## config.mk

```make
export PLATFORM = sky130hd
export DESIGN_NAME = mc_sequencer
export DESIGN_NICKNAME = d
export VERILOG_FILES = /design/src/rtl/mc_sequencer.sv
export SDC_FILE = /design/constraint.sdc
export NUM_CORES = 1
export LEC_CHECK = 0
export BUFFER_PORTS_ARGS = -buffer_cell sky130_fd_sc_hd__buf_4
export CAP_MARGIN = 20
export CORE_MARGIN = 1.5
export CORE_UTILIZATION = 51
export DETAILED_ROUTE_END_ITERATION = 12
export PLACE_DENSITY_LB_ADDON = 0.08
export SYNTH_ARGS = -nofsm -noshare
export SYNTH_HDL_FRONTEND = slang
export SYNTH_SLANG_ARGS = --single-unit
```

## constraint.sdc

```tcl
create_clock -name clk -period 3.6 [get_ports clk]
set_input_delay 0.72 -clock clk [delete_from_list [all_inputs] [get_ports clk]]
set_output_delay 0.72 -clock clk [all_outputs]
set_load 0.02 [all_outputs]
```

## src/rtl/mc_sequencer.sv

```systemverilog
module mc_sequencer #(
  parameter int XLEN = 32,
  parameter logic [XLEN-1:0] RESET_PC = '0
) (
  input  logic            clk,
  input  logic            rst_n,
  input  logic            mem_finished,
  input  logic [XLEN-1:0] mem_rdata,
  input  logic [XLEN-1:0] alu_addr,
  input  logic            br_taken,
  input  logic [XLEN-1:0] br_target,
  output logic            mem_go,
  output logic            mem_we,
  output logic            addr_sel,
  output logic [XLEN-1:0] mem_addr,
  output logic            ir_load,
  output logic [XLEN-1:0] ir,
  output logic            pc_we,
  output logic [XLEN-1:0] pc,
  output logic            rf_we,
  output logic [XLEN-1:0] ld_data,
  output logic [2:0]      phase
);
  typedef enum logic [2:0] {
    ST_FI = 3'd0, ST_FW = 3'd1, ST_EX = 3'd2,
    ST_MI = 3'd3, ST_MW = 3'd4, ST_WB = 3'd5
  } st_t;

  localparam logic [1:0] OP_ALU = 2'b00, OP_LD = 2'b01, OP_ST = 2'b10, OP_BR = 2'b11;

  st_t st, st_nx;
  logic [1:0] op;
  logic is_mem;

  assign op       = ir[XLEN-1 -: 2];
  assign is_mem   = (op == OP_LD) || (op == OP_ST);
  assign phase    = st;
  assign mem_go   = rst_n && (st == ST_FI || st == ST_MI);
  assign addr_sel = (st == ST_MI) || (st == ST_MW);
  assign mem_we   = addr_sel && (op == OP_ST);
  assign mem_addr = addr_sel ? alu_addr : pc;
  assign ir_load  = (st == ST_FW) && mem_finished;
  assign pc_we    = (st == ST_EX && !is_mem) || (st == ST_MW && mem_finished && op == OP_ST) || (st == ST_WB);
  assign rf_we    = (st == ST_EX && op == OP_ALU) || (st == ST_WB);

  always_comb begin
    st_nx = st;
    case (st)
      ST_FI: st_nx = ST_FW;
      ST_FW: if (mem_finished) st_nx = ST_EX;
      ST_EX: st_nx = is_mem ? ST_MI : ST_FI;
      ST_MI: st_nx = ST_MW;
      ST_MW: if (mem_finished) st_nx = (op == OP_LD) ? ST_WB : ST_FI;
      ST_WB: st_nx = ST_FI;
      default: st_nx = ST_FI;
    endcase
  end

  always_ff @(posedge clk or negedge rst_n) begin
    if (!rst_n) begin
      st      <= ST_FI;
      pc      <= RESET_PC;
      ir      <= '0;
      ld_data <= '0;
    end else begin
      st <= st_nx;
      if (ir_load) ir <= mem_rdata;
      if (st == ST_MW && mem_finished && op == OP_LD) ld_data <= mem_rdata;
      if (pc_we) pc <= (st == ST_EX && op == OP_BR && br_taken) ? br_target : pc + XLEN'(4);
    end
  end
endmodule


```

# After elaboration in Yosys (flattened, before gate mapping)
# Index checks and enable logic that the tools add are counted.
# totals
ff_bits,99
inputBits,100
output_inout_bits,137
word_cells,42
# classes
addsub,1
eq_ne,10
n_mux,7
reduce_logical,20
# op_table
operator,count
32-bit 2-to-1 mux,2
32-bit by 3-bit adder with 32-bit output (second input constant),1
3-bit case mux with 5 select lines,1
1-bit logical AND,10
3-bit 2-to-1 mux,3
3-bit by 2-bit equality test with 1-bit output (second input constant),2
3-bit equality test (second input constant),2
1-bit logical OR,6
2-bit equality test (second input constant),2
2-bit != test (second input constant),2
3-bit by 1-bit equality test with 1-bit output (second input constant),1
3-bit logical NOT,1
2-bit by 1-bit equality test with 1-bit output (second input constant),1
2-bit logical NOT,1
2-bit 2-to-1 mux,1
2-bit AND reduction,1
1-bit logical NOT,1

# Logic depth before layout (Yosys ltp)
# Gate-level depths: netlist (run 1).
# logic_depth
ltp_word,6
depth_mapped,10
depth_no_buf,8

# Least setup slack after synthesis (run 1)
# Ideal clock, no wire load.
# synth_timing
path_type,flip-flop to output port
startpoint,reg st[1] (netlist: phase[1])
endpoint,out mem_addr[23]
arrival_time_ps,1807
required_time_ps,2880
slack_ps,1073
stages_incl_launch_ff,7
path_buffers,2
path_cell_list,dfrtp_1 buf_4 nand2b_1 nand2b_1 nand2_1 buf_2 mux2_2
# synth_via
elab_chain_len,3
word_cells_on_any_way,4
classes_between,eq/ne: 2; mux: 1; reduce/logical: 1
# synth_lines
element,line,text
"start, declared",31,"st_t st, st_nx;"
"start signal, assigned",66,st <= st_nx;
3-bit by 2-bit equality test with 1-bit output / 3-bit equality test (equally long branches),39,assign addr_sel = (st == ST_MI) || (st == ST_MW);
1-bit logical OR (*),39,
via addr_sel,14,"output logic addr_sel,"
32-bit 2-to-1 mux (*),41,assign mem_addr = addr_sel ? alu_addr : pc;
"end, declared",15,"output logic [XLEN-1:0] mem_addr,"
# Mark *: on every way through the listed nets, which the timed path passes. The rest lies on a longest branch.

# Worst setup path in the final report (run 1)
# layout_timing
startpoint,reg st[1] (netlist: phase[1])
endpoint,out mem_addr[1]
# layout_via
elab_chain_len,3
word_cells_on_any_way,4
classes_between,eq/ne: 2; mux: 1; reduce/logical: 1
# layout_lines
element,line
3-bit by 2-bit equality test with 1-bit output / 3-bit equality test (equally long branches),39
1-bit logical OR (*),39
32-bit 2-to-1 mux (*),41
# Mark *: on every way between the ends. The rest lies on a longest branch, timed or not.

==> run metrics, run 1 <==
area of the die 10500 sq um; setup total negative slack 0 ns; count of flip-flops with a built-in enable after synthesis 0; final core utilization 0.7349; achievable clock frequency 0.3041 GHz; final period demand of the worst path 3.289 ns; Inserted Clock Buffers 9; Post-DRT Antenna Nets 0; number of rows created at floorplan 36; sinks on the clock net 99; Total Power Consumption 0.005793 W; HPWL after detailed placement 10230 microns; share of async-settable or async-resettable flops after synthesis 1.000; CTS clk-pin slew, worst paths 0.09 ns; Worst Skew 0.01036 ns; pin count of the biggest net entering global routing 61; most frequent cells in the layout buf_4 (243), dfrtp_1 (99), mux2_2 (95), a21oi_1 (31); number of primary I/O pins 237; TritonCTS clock tree built; most common cell after layout, fill and taps aside buf_4; min-delay worst type in -> async; CTS H-tree lvls 3; transition time at the pin with the least slew margin 1.017 ns; area added between synthesis and finish 41.07%; Lkg Pwr 3.413 nW; vias in the first global route 4402; clock power share 0.133; Clock Latency Late Sink 0.38 ns; Req. time, crit path 2.88 ns; Global Route Usage Sum 0.2631; Chip Height 102.5 microns; unrepaired setup endpoints after global routing no; Final GP Congestion 0.8605; number of synthesized register bits 99; switch share 0.4237; Detailed Routing Iterations Pass 1 4; outcome complete, no violations; detailed-route vias per instance 5.616; number of synthesis warnings 0; nets 783; Post-Place Cells 800; combinational share of power 0.539; # hold bufs at CTS 0; netlist area before placement 5045 sq um; share of synthesized area occupied by flip-flops and latches 0.4911; Root Driver clkbuf_8; gate count after technology mapping 453; core region area 9684 sq um; startpoint-to-endpoint class of the critical path reg -> out; Iter 0 DRT Violations 149; critical path peak fanout 22; global-route wire length before repair 21290 microns; Power Dens Cells 814.0 nW/um^2; Finish-stage setup viols 0; total DRC errors in the routed layout 0; initial standard-cell utilization of the core 0.5209; final hold vios 0; overall die width 102.5 microns; Pins Over Slew Limit 0; WL per Instance 17.22 microns; net switching power figure 0.002454 W; share of layout cells above drive strength 1 0.5256; average cell area after synthesis 11.14 sq um; buffer depth of the longest clock path 2; most frequently used flop master after synthesis dfrtp_1; post-CTS resize count 0; number of cells in the finished layout apart from fillers 816; maximum ir drop on the vdd rail 0.5771 mV; crit end category output pin; antenna cells 0; number of vias after detailed routing 4583; startpoint class of the critical path register; worst setup margin 0.3115 ns; count of maximum capacitance violations 0; Buffers on Ports 236; Internal Dissipation 0.003339 W; Synth Net Count 558; minimum setup slack after placement 0.7042 ns; buffer count from post-CTS setup fixing 0; number of antenna violations at the first check in global routing 0; Distinct cells, synth 45; CP arrival 2.57 ns; final clock period utilization by the worst path 0.9135; Post-Route WL 14050 microns; share of power burned in registers 0.328; remaining max-slew budget at the tightest pin 0.3165; remaining global-route overflow 0
[area by class of cell]
class | instances | area [sq um]
Clock buffer | 10 | 137.6
Inverter | 5 | 31.28
Multi-Input combinational cell | 319 | 2384
Clock inverter | 6 | 76.32
Fill cell | 712 | 2567
Timing Repair Buffer | 244 | 1844
Sequential cell | 99 | 2477
Tap cell | 133 | 166.4
[final timing paths]
check | endpoint | depth (start not counted) | startpoint | slack (ns)
worst max-delay path | mem_addr[1] | 6 | phase[1] | 0.31
worst min-delay path | pc[28] | 2 | rst_n | 0.43
worst max register to register | pc[14] | 6 | pc[2] | 1.28
worst min register to register | ld_data[26] | 1 | ld_data[26] | 0.52
max in group asynchronous | ir[11] | 3 | rst_n | 2.02
min in group clk | ld_data[26] | 1 | ld_data[26] | 0.52
[kinds of logic after synthesis]
group,count (synthesis),synth area share
muxes,96,0.2143
DFF,99,0.4911
adders and majority gates,5,0.01240
AOI/OAI and AO/OA,93,0.1133
buffers and inverters,35,0.03819
and+or+nand+nor,125,0.1307
[power groups by stage]
stage / clock network [W] / logic, W / registers, W
2_1_floorplan: 0 / 0.00142 / 0.00232
3_3_place_gp: 0 / 0.00307 / 0.00187
3_5_place_dp: 0 / 0.00314 / 0.00191
4_1_cts: 0.000790 / 0.00315 / 0.00189
5_1_grt: 0.000835 / 0.00333 / 0.00196
6_report: 0.000771 / 0.00312 / 0.00190
[layer usage]
layer / global-route usage / share of wire
met5: 0 / 0
met4: 0.08641 / 0.019
met3: 0.08960 / 0.084
met2: 0.4554 / 0.51
met1: 0.3071 / 0.39
[worst max-delay path: stages (launching register included)]
cell and delay (ns):
dfrtp_1 0.50, nand2b_1 0.23, nand2b_1 0.21, nand2_1 0.50
buf_12 0.25, mux2_2 0.35, buf_4 0.16
[cells in the mapped netlist, types with 5 or more instances]
cell type | instances | share of area
a21oi_1 | 31 | 0.031
a2bb2oi_1 | 5 | 0.0087
and3_1 | 10 | 0.012
and4_1 | 6 | 0.010
buf_2 | 15 | 0.015
clkbuf_1 | 9 | 0.0067
dfrtp_1 | 99 | 0.49
ha_1 | 5 | 0.012
mux2_2 | 95 | 0.21
nand2_1 | 25 | 0.019
nand3_1 | 19 | 0.019
nand4_1 | 10 | 0.012
nor2_1 | 22 | 0.016
nor3_1 | 12 | 0.012
o21ai_0 | 25 | 0.025
o22ai_1 | 7 | 0.0087
or3_1 | 5 | 0.0062
[registers in the layout, indices dropped and copies added (netlist names)]
name and flops:
ir 32, ld_data 32, pc 32, phase 3
[stage by stage]
| step | hold slack (ns) | area [sq um] |
|---|---|---|
| CTS | 0.4324 | 7117 |
| finish | 0.4301 | 7117 |
| global placement | 0.4731 | 6903 |
| detailed placement | 0.4973 | 6903 |
| global route | 0.4584 | 7117 |
| floorplan | 0.4244 | 5045 |
No activity file was read; power rests on OpenSTA's default activity.
==> run 2, diff against run 1 <==
--- a/config.mk
+++ b/config.mk
@@ -7,8 +7,7 @@
 export LEC_CHECK = 0
 export BUFFER_PORTS_ARGS = -buffer_cell sky130_fd_sc_hd__buf_4
 export CAP_MARGIN = 20
-export CORE_MARGIN = 1.5
-export CORE_UTILIZATION = 51
+export CORE_UTILIZATION = 45
 export DETAILED_ROUTE_END_ITERATION = 12
 export PLACE_DENSITY_LB_ADDON = 0.08
 export SYNTH_ARGS = -nofsm -noshare
==> run 2 against run 1 <==
  * Global-route usage decreased by 2.0 points
  * Clock skew decreased by 0.0054 ns
  * Sequential power about the same
  * First-iteration DRC count increased by 21%
  * Core utilization decreased by 8.4 points
  * Fmax increased by 11%
  * Flip-flop and latch count unchanged
  * Design area decreased by 0.35%
  * Largest cell class unchanged
  * Setup slack improved by 0.33 ns
  * Critical path type unchanged
  * Register-to-register slack improved by 0.04 ns
  * Largest power group unchanged
  * Final cell count increased by 0.98%
  * Wire length decreased by 1.4%
==> run metrics, run 2 (synthesized netlist as in run 1, its figures left out) <==
detailed-route vias per instance 5.508 (-1.9%); remaining global-route overflow 0 (unchanged); number of rows created at floorplan 38 (+5.6%); cells along the critical path nand2b_1 > nand2b_1 > nand2_1 > buf_4 > mux2_2 > buf_4; unrepaired setup endpoints after global routing no; CTS clk-pin slew, worst paths 0.10 ns (about the same); number of antenna violations at the first check in global routing 0 (unchanged); startpoint-to-endpoint class of the critical path reg -> out; most frequent cells in the layout buf_4 (245), dfrtp_1 (99), mux2_2 (95), a21oi_1 (31); antenna cells 0 (unchanged); Largest stage delay, worst path 0.50 ns (about the same); count of maximum capacitance violations 0 (unchanged); Worst R2R Setup Slack 1.32 ns (+0.04 ns); Detailed Routing Iterations Pass 1 4 (unchanged); startpoint class of the critical path register; global-route wire length before repair 21740 microns (+2.1%); TritonCTS clock tree built; HPWL after detailed placement 10090 microns (-1.4%); Post-DRT Antenna Nets 0 (unchanged); final core utilization 0.6513 (-0.08354); # hold bufs at CTS 0 (unchanged); initial standard-cell utilization of the core 0.4633 (-0.05759); launch instance of the worst register-to-register path phase[1]; achievable clock frequency 0.3380 GHz (+11%); Root Driver clkbuf_8; cell type group with the largest total delay on the critical path simple AND/OR/NAND/NOR gates; CP arrival 2.24 ns (-0.33 ns); most common cell after layout, fill and taps aside buf_4; destination of the worst register-to-register timing path pc[15]; CTS H-tree lvls 3 (unchanged); core region area 10890 sq um (+12%); post-CTS resize count 0 (unchanged); WL per Instance 16.82 microns (-2.3%); remaining max-slew budget at the tightest pin 0.3391 (+0.02265); outcome complete, no violations; buffer count from post-CTS setup fixing 0 (unchanged); vias in the first global route 4426 (+0.55%); largest registers ir (32), ld_data (32), pc (32); Pins Over Slew Limit 0 (unchanged); maximum ir drop on the vdd rail 0.5453 mV (-5.5%); Finish-stage setup viols 0 (unchanged); Req. time, crit path 2.88 ns (about the same); Buffers & Inverters on Critical Path 2 (unchanged); buffer depth of the longest clock path 2 (unchanged); crit end category output pin; Iter 0 DRT Violations 180 (+21%); sinks on the clock net 99 (unchanged); total DRC errors in the routed layout 0 (unchanged); Power Dens Cells 802.1 nW/um^2 (-1.5%); overall die width 107.9 microns (+5.3%); number of vias after detailed routing 4539 (-0.96%); critical path peak fanout 22 (unchanged); area of the die 11640 sq um (+11%); final hold vios 0 (unchanged); min-delay worst type in -> async; depth of the worst register-to-register path 6 (unchanged); nets 784 (+0.13%); Chip Height 107.9 microns (+5.3%); area added between synthesis and finish 40.58%; Worst Skew 0.004973 ns (-0.005392 ns); final period demand of the worst path 2.959 ns (-0.3295 ns); Final GP Congestion 0.7846 (-8.8%); final clock period utilization by the worst path 0.8219 (-0.09153); Lkg Pwr 3.404 nW (-0.26%); number of primary I/O pins 237 (unchanged); share of layout cells above drive strength 1 0.5263 (+0.0006935); transition time at the pin with the least slew margin 0.9837 ns (-0.03371 ns); Global Route Usage Sum 0.2434 (-0.01970); Buffers on Ports 236 (unchanged); Clock Latency Late Sink 0.38 ns (about the same); pin count of the biggest net entering global routing 60 (-1.6%); Post-Route WL 13860 microns (-1.4%); setup total negative slack 0 ns (unchanged); highest-delay cell along the critical path dfrtp_1; Inserted Clock Buffers 9 (unchanged)
## run 2: cell types whose count changed in the layout (fill, tap and decap cells not counted), sizes merged
cell	previous run	this run
buf	244	245
inv	8	7
clkinv	2	4
bufinv	1	0
## run 2: area by class of cell
| class | count | area [sq um] |
|---|---|---|
| inverter | 5 | 31.28 |
| clock buffer | 10 | 137.6 |
| tap | 140 | 175.2 |
| sequential | 99 | 2477 |
| timing repair buffer | 245 | 1839 |
| fill | 905 | 3796 |
| clock inverter | 6 | 47.55 |
| multi-input combinational | 319 | 2384 |
## run 2: power by group
group          internal, W  switching, W
clock network     0.000279      0.000415
registers          0.00152      0.000359
logic              0.00145       0.00166
total              0.00326       0.00243
## run 2: worst register-to-register path: cells and delay by family (launching register included)
| kind | cells | cell delay [ns] |
|---|---|---|
| AOI/OAI and AO/OA | 3 | 0.37 |
| buffers and inverters | 1 | 0.34 |
| DFF | 1 | 0.54 |
| and+or+nand+nor | 2 | 0.92 |
## run 2: worst max-delay path by stage
stage | from | endpoint | cells past startpoint
after detailed placement | phase[1] | mem_addr[18] | 6
final | phase[1] | mem_addr[18] | 6
after global placement | phase[1] | mem_addr[19] | 6
after global routing | phase[1] | mem_addr[0] | 6
after CTS | phase[1] | mem_addr[18] | 6
after floorplan | phase[1] | mem_addr[23] | 6
## run 2: through the flow
step	area (sq um)	worst slack (ns)	hold WS, ns	cells	power (W)
2_1_floorplan	5045	1.073	0.4244	453	0.003743
3_3_place_gp	6907	1.123	0.4726	808	0.004948
3_5_place_dp	6907	1.043	0.4806	808	0.005038
4_1_cts	7092	0.6120	0.4399	824	0.005743
5_1_grt	7092	0.4766	0.4500	824	0.006036
6_report	7092	0.6410	0.4282	824	0.005688
## run 2: routing by layer
layer	routed length, microns	vias to the layer above	track usage
li1	-	2127	-
met5	0	-	0
met1	5435	2229	0.2848
met2	7158	168	0.4180
met3	1099	15	0.08232
met4	170	0	0.07730
